[src/rtl/addr_dec_pkg.sv]
package addr_dec_pkg;

    localparam int ADDR_W   = 32;
    localparam int CMP_HI   = 31;
    localparam int CMP_LO   = 16;
    localparam int CMP_W    = CMP_HI - CMP_LO + 1;
    localparam int N_REGION = 8;
    localparam int IDX_W    = $clog2(N_REGION);
    localparam int N_KIND   = 5;

    // region slots; the resolver priority depends on this placement
    localparam int SLOT_RAM0 = 0;
    localparam int SLOT_RAM1 = 1;
    localparam int SLOT_BUS1 = 2;
    localparam int SLOT_BUS2 = 3;
    localparam int SLOT_CS0  = 4;
    localparam int SLOT_CS1  = 5;
    localparam int SLOT_DR0  = 6;
    localparam int SLOT_DR1  = 7;

    typedef struct packed {
        logic             valid;
        logic [CMP_W-1:0] base;
        logic [CMP_W-1:0] mask;
    } region_cfg_t;

    typedef enum logic [N_KIND-1:0] {
        KIND_NONE    = 5'b00000,
        KIND_RAM     = 5'b00001,
        KIND_BUS2    = 5'b00010,
        KIND_BUS1    = 5'b00100,
        KIND_CHIPSEL = 5'b01000,
        KIND_DRAM    = 5'b10000
    } acc_kind_e;

    typedef struct packed {
        acc_kind_e        kind;
        logic [IDX_W-1:0] idx;
        logic             err;
    } decode_t;

    localparam decode_t DECODE_IDLE = '{kind: KIND_NONE, idx: '0, err: 1'b0};

    // a bit position is compared only where the mask bit is 0
    function automatic logic region_hit(region_cfg_t cfg, logic [CMP_W-1:0] a_hi);
        return cfg.valid && (((a_hi ^ cfg.base) & ~cfg.mask) == '0);
    endfunction

    // pick the lower slot of a two-slot class
    function automatic logic [IDX_W-1:0] pair_pick(logic [1:0] h, int first_slot);
        return h[0] ? IDX_W'(first_slot) : IDX_W'(first_slot + 1);
    endfunction

endpackage

[src/rtl/region_cfg_bank.sv]
module region_cfg_bank
    import addr_dec_pkg::*;
#(
    parameter int NREG = N_REGION,
    localparam int IW  = $clog2(NREG)
) (
    input  logic                         clk,
    input  logic                         rst,
    input  logic                         wr_en,
    input  logic [IW-1:0]                wr_idx,
    input  region_cfg_t                  wr_cfg,
    output region_cfg_t [NREG-1:0]       cfg_q
);

    for (genvar g = 0; g < NREG; g++) begin : g_slot
        always_ff @(posedge clk) begin
            if (rst) begin
                cfg_q[g] <= '0;
            end else if (wr_en && (wr_idx == IW'(g))) begin
                cfg_q[g] <= wr_cfg;
            end
        end
    end

endmodule

[src/rtl/region_match_array.sv]
module region_match_array
    import addr_dec_pkg::*;
#(
    parameter int NREG = N_REGION,
    parameter int CW   = CMP_W
) (
    input  region_cfg_t [NREG-1:0] cfg,
    input  logic [CW-1:0]          a_hi,
    output logic [NREG-1:0]        hit
);

    for (genvar g = 0; g < NREG; g++) begin : g_cmp
        assign hit[g] = region_hit(cfg[g], a_hi);
    end

endmodule

[src/rtl/class_resolver.sv]
module class_resolver
    import addr_dec_pkg::*;
(
    input  logic [N_REGION-1:0] hit,
    output decode_t             res
);

    logic [1:0] ram_h, cs_h, dr_h;
    logic       bus1_h, bus2_h;

    assign ram_h  = {hit[SLOT_RAM1], hit[SLOT_RAM0]};
    assign cs_h   = {hit[SLOT_CS1],  hit[SLOT_CS0]};
    assign dr_h   = {hit[SLOT_DR1],  hit[SLOT_DR0]};
    assign bus1_h = hit[SLOT_BUS1];
    assign bus2_h = hit[SLOT_BUS2];

    always_comb begin
        res = DECODE_IDLE;
        if (|ram_h) begin
            res.kind = KIND_RAM;
            res.idx  = pair_pick(ram_h, SLOT_RAM0);
        end else if (bus2_h) begin
            res.kind = KIND_BUS2;
            res.idx  = IDX_W'(SLOT_BUS2);
        end else if (bus1_h && !(|cs_h)) begin
            res.kind = KIND_BUS1;
            res.idx  = IDX_W'(SLOT_BUS1);
        end else if (!bus1_h && (^cs_h) && !(|dr_h)) begin
            res.kind = KIND_CHIPSEL;
            res.idx  = pair_pick(cs_h, SLOT_CS0);
        end else if (!bus1_h && !(|cs_h) && (^dr_h)) begin
            res.kind = KIND_DRAM;
            res.idx  = pair_pick(dr_h, SLOT_DR0);
        end else begin
            res.err  = 1'b1;
        end
    end

endmodule

[src/rtl/addr_region_decoder.sv]
module addr_region_decoder
    import addr_dec_pkg::*;
(
    input  logic              clk,
    input  logic              rst,
    input  logic              cfg_we,
    input  logic [IDX_W-1:0]  cfg_idx,
    input  logic              cfg_valid,
    input  logic [CMP_W-1:0]  cfg_base,
    input  logic [CMP_W-1:0]  cfg_mask,
    input  logic              start,
    input  logic [ADDR_W-1:0] addr,
    output logic [N_KIND-1:0] acc_kind,
    output logic [IDX_W-1:0]  region_idx,
    output logic              dec_err
);

    region_cfg_t [N_REGION-1:0] cfg_q;
    region_cfg_t                wr_cfg;
    logic [N_REGION-1:0]        hit;
    decode_t                    res_d, res_q;
    logic                       unused_lo;

    assign wr_cfg    = '{valid: cfg_valid, base: cfg_base, mask: cfg_mask};
    assign unused_lo = ^addr[CMP_LO-1:0];

    region_cfg_bank #(.NREG(N_REGION)) u_bank (
        .clk    (clk),
        .rst    (rst),
        .wr_en  (cfg_we),
        .wr_idx (cfg_idx),
        .wr_cfg (wr_cfg),
        .cfg_q  (cfg_q)
    );

    region_match_array #(.NREG(N_REGION), .CW(CMP_W)) u_match (
        .cfg  (cfg_q),
        .a_hi (addr[CMP_HI:CMP_LO]),
        .hit  (hit)
    );

    class_resolver u_resolve (
        .hit (hit),
        .res (res_d)
    );

    always_ff @(posedge clk) begin
        if (rst) begin
            res_q <= DECODE_IDLE;
        end else if (start) begin
            res_q <= res_d;
        end
    end

    assign acc_kind   = res_q.kind;
    assign region_idx = res_q.idx;
    assign dec_err    = res_q.err;

endmodule

[config.mk]
export PLATFORM = sky130hd
export DESIGN_NAME = addr_region_decoder
export DESIGN_NICKNAME = d
export VERILOG_FILES = /design/src/rtl/addr_dec_pkg.sv /design/src/rtl/region_cfg_bank.sv /design/src/rtl/region_match_array.sv /design/src/rtl/class_resolver.sv /design/src/rtl/addr_region_decoder.sv
export SDC_FILE = /design/constraint.sdc
export NUM_CORES = 1
export LEC_CHECK = 0
export BUFFER_PORTS_ARGS = -buffer_cell sky130_fd_sc_hd__buf_2
export CORE_UTILIZATION = 55
export CTS_CLUSTER_DIAMETER = 60
export DETAILED_ROUTE_END_ITERATION = 7
export GPL_ROUTABILITY_DRIVEN = 1
export GPL_TIMING_DRIVEN = 0
export HOLD_SLACK_MARGIN = 0.06
export PLACE_DENSITY = 0.77
export SKIP_LAST_GASP = 1
export SYNTH_ARGS = -nofsm -noshare
export SYNTH_HDL_FRONTEND = slang
export SYNTH_HIERARCHICAL = 1
export SYNTH_SLANG_ARGS = --single-unit
[constraint.sdc]
create_clock -name clk -period 7.8 [get_ports clk]
set_clock_uncertainty 0.2 [all_clocks]
set_input_delay 0.78 -clock clk [delete_from_list [all_inputs] [get_ports clk]]
set_output_delay 0.78 -clock clk [all_outputs]
set_load 0.05 [all_outputs]
# Yosys cells after proc, flatten, opt, wreduce, memory -nomap -nowiden
# Cells that the tools add are included.
# Widths: inputs -> output; s select.
# op_classes
add_sub_neg,0
n_mul,0
n_div,0
order_cmp,0
n_eq_ne,7
shifts,0
mux,13
bitwise_logic,24
n_reduce_logical,38
# op_table
operator,count
$and 16x16->16,8
$logic_not 16->1,8
$not 16->16,8
$xor 16x16->16,8
$mux 8,5
$logic_and 1x1->1,21
$eq 3x3->1 const B,4
$mux 1,8
$eq 3x2->1 const B,2
$reduce_or 2->1,3
$reduce_xor 2->1,2
$eq 3x1->1 const B,1
$logic_not 1->1,3
$logic_not 3->1,1
# totals
reg_bits,273
latchBits,0
mem_bits_rw,0
romBits,0
in_bits,72
output_inout_bits,9
elab_cells,109
memories,0

# Longest topological paths before layout
# logic_depth
depth_word,13
mapped_depth,12
mapped_depth_nobuf,11

# Hierarchy
# Netlist, hierarchy kept.
# by_module_without_submodules
module,instances,cells_per_inst,area_per_inst_um2,seq_area_each_um2
region_cfg_bank,1,936,10328.7,5285.1
region_match_array,1,248,1888.1,0.0
addr_region_decoder,1,29,319.1,180.2
class_resolver,1,26,147.6,0.0

# Worst setup path after synthesis
# Ideal clock, no wire load.
# synth_path
path_kind,input to register
start,input port addr[23]
end,"register res_q, in the netlist region_idx[1]"
setup_time_ns,0.065
arrival_ns,3.060
t_required_ns,7.535
slack_ns,4.474
cell_stages,12
n_path_buf,1
path_cell_list,buf_6 -> xnor2_1 -> o22ai_1 -> or4_1 -> nor4_2 -> inv_1 -> ha_1 -> nand2_1 -> or3b_2 -> a31oi_1 -> mux2i_1 -> nor2_1
# synth_lines
element,line,text
"start, declared",addr_region_decoder.sv:12,"input logic [ADDR_W-1:0] addr,"
"end signal, assigned",addr_region_decoder.sv:51,res_q <= res_d;
"end, declared",addr_region_decoder.sv:21,"decode_t res_d, res_q;"

==> results by group <==
Critical path
  – Buf/Inv on CP: 2
  – Critical Path Slowest Stage Cell: nor4_2
  – Worst path required time: 8080 ps
  – Worst path top cell family by delay: simple AND/OR/NAND/NOR gates
  – Signal arrival time at the worst endpoint: 3820 ps
  – CP Cell Sequence: buf_2 > xnor2_1 > o21ai_0 > or3_1 > nor4_2 > inv_1 > ha_1 > nand2_1 > or4b_1 > a31oi_1 > mux2i_1 > nor2_1
  – Crit path max fanout: 8
  – Crit Path Class: input port to flop
  – CP startpoint kind: input port
  – CP Capture Type: flop
  – Crit-path max cell delay: 490 ps

STA
  – Max Clk Rate: 283 MHz
  – Final Max Slew Viols: 0
  – Finish-stage setup viols: 0
  – Final period util: a little under half
  – Slew HR: a little under a third
  – Worst hold margin: between 200 and 300 ps
  – Worst-Margin Slew: roughly 1000 ps
  – Period minus WS final: 3540 ps
  – Setup TNS: 0 ps
  – Hold Fails Final Rpt: 0
  – Unrepaired setup endpoints after global routing: no

Clock tree
  – Setup Fix Bufs, Post-CTS: 0
  – CTS buffer count: 29
  – Cts repair resizes: 0
  – Clock Tree Buf Depth: 3
  – Clk sink count: 273
  – Clk root buf: clkbuf_16
  – Clock slew at reported path FFs: 60 ps
  – Max H-tree Level: 1
  – CTS tree: yes
  – Worst-Skew Late Latency: 570 ps
  – Hold Buf Count CTS: 0

Yosys
  – Synth area leaders: dfxtp_1, mux2i_1, nand2b_1
  – Yosys top cell by area: dfxtp_1
  – Syn Std Cell Area: 12,700 um2
  – Area share of the largest cell type after synthesis: 43.1%
  – Sequential-to-total area share from yosys stat: 43.1%
  – Synthesized flop and latch total: 273
  – Syn Nets: 1,313
  – Post-synth EDFFs: 0
  – Synthesis Warnings: 6
  – Synth Flop Type: dfxtp_1
  – Distinct cell type count after synthesis: 32
  – Syn_area_per_cell: approximately 10 um2
  – Ys async rst share: 0%
  – Syn Inst Count: ~1,200

Cells and area
  – Most frequent cells in the layout: nand2b_1, mux2i_1, dfxtp_1, xnor2_1, buf_2
  – Non-filler cells, final: between 1,500 and 2,000
  – Post-layout util: between 60% and 70%
  – Final nets: ~1,400
  – Filler cells: 1,889
  – Layout area overhead: 11.8%
  – Share of cells above drive strength 1: 11.0%
  – Commonest non-fill, non-tap cell in the layout: nand2b_1
  – Antenna diodes: 0

Route
  – Average wire per standard cell: 22.6 um
  – Residual DRC: 0
  – DRT Pass-1 Iters: 5
  – ANT nets after route: 0
  – Vias: around 9,100
  – Routed wire length: 36,600 um
  – Initial DRC Count: 732
  – Via-to-Cell Ratio: 5.64

Placed design
  – Final Wtd Congestion: 0.833
  – Buffers on Ports: 42
  – HPWL Detailed: approximately 24,000 um
  – Cells after DPL: 1,566

Power and ir drop
  – PD cells: 217 nW/um2
  – Leakage dissipation: between 6 and 7 nW
  – Max rail drop VDD: 0.000190 V

Worst hold path
  – Hold Path Class: flop to flop

Global routing
  – Vias in the first global route: 9,017
  – Global route total overflow: 0
  – Initial antenna violation count: 0
  – Total GRT Usage: 31.0%
  – Pin count of the biggest net entering global routing: 15
  – First-pass GRT wire length: 54,000 um

Floorplanning
  – Core Area: between 20,000 and 25,000 um2
  – Starting density of the core: 56.0%
  – Num rows: 55
  – Boundary Pins: 81
  – Die height: between 150 and 200 um
  – Die W: ~150 um
  – Die area: 23,700 um2

Outcome
  – Status: complete, no violations

Flow run
  – Max cap viols: 0
[synth_stat cells (2+ instances only)]
cell,instances
nor4_2,4
nor3_1,5
o21ai_0,10
buf_2,33
buf_4,4
o22ai_1,56
clkbuf_1,64
or3_1,5
nor2_1,34
xnor2_1,128
nand4b_1,3
inv_1,5
a31oi_1,2
buf_1,5
mux2i_1,273
and4_1,4
nand2b_1,297
nand4bb_1,3
ha_1,2
buf_6,13
dfxtp_1,273
nand2_1,3
or4_1,4
[flip-flops by register name, summed over array words and instances, names as in the netlist]
| signal | flops |
|---|---|
| acc_kind | 5 |
| dec_err | 1 |
| region_idx | 3 |
| u_bank/cfg_q | 264 |
[cell type report]
class	count	area [um2]	share of cell area, %
flip-flops and latches	273	5470	38.5
well taps	285	357	2.51
clock inverters	8	48.8	0.344
multi-input cells	842	6600	46.5
clock buffers	45	886	6.25
inverters	5	18.8	0.132
repair buffers	42	210	1.48
plain buffers	119	601	4.23
[cells by family (layout without fill, tap and decap cells)]
| family | after synthesis | after routing | share of synthesized area [%] |
|---|---|---|---|
| adder cells (fa/ha/maj) | 2 | 2 | 0.197 |
| buffers and inverters | 124 | 219 | 4.88 |
| flip-flops | 273 | 273 | 43.1 |
| AND/OR/NAND/NOR | 370 | 370 | 18.1 |
| XOR/XNOR | 128 | 128 | 8.84 |
| multiplexers | 273 | 273 | 21.5 |
| AO/OA/AOI/OAI | 69 | 69 | 3.31 |
[per-stage QoR]
stage,setup slack (ps),power [mW],instance area (um2)
after floorplan,4470,1.66,12700
after global placement,3880,1.75,13300
after detailed placement,3870,1.76,13300
after CTS,4400,3.08,14200
after global routing,4120,3.16,14200
final,4260,3.08,14200
[tightest hold or removal path, cell delays in order (launching register included)]
cell,delay [ps]
dfxtp_1,310
nand2b_1,60
mux2i_1,60
[routing by layer]
layer | up-vias | part of all wire (%) | GRT usage, %
li1 | 4263 | - | -
met1 | 4416 | 41 | 38.9
met2 | 343 | 46 | 51.1
met3 | 112 | 7.3 | 5.24
met4 | 0 | 5.8 | 16.2
met5 | - | 0 | 0
[where the power goes]
part	total, mW	switching, mW	internal [mW]
combinational	0.290	0.170	0.120
clock	1.35	0.570	0.776
sequential	1.44	0.0181	1.42
[worst paths after layout]
path | cells past startpoint | end | slack, ps | startpoint
worst max-delay path | 12 | region_idx[0] | 4260 | addr[31]
worst min-delay path | 2 | u_bank/cfg_q[15] | 270 | u_bank/cfg_q[15]
worst max register to register | 11 | region_idx[0] | 4430 | u_bank/cfg_q[196]
worst min register to register | 2 | u_bank/cfg_q[15] | 270 | u_bank/cfg_q[15]
(Power assumes the default switching activity.)
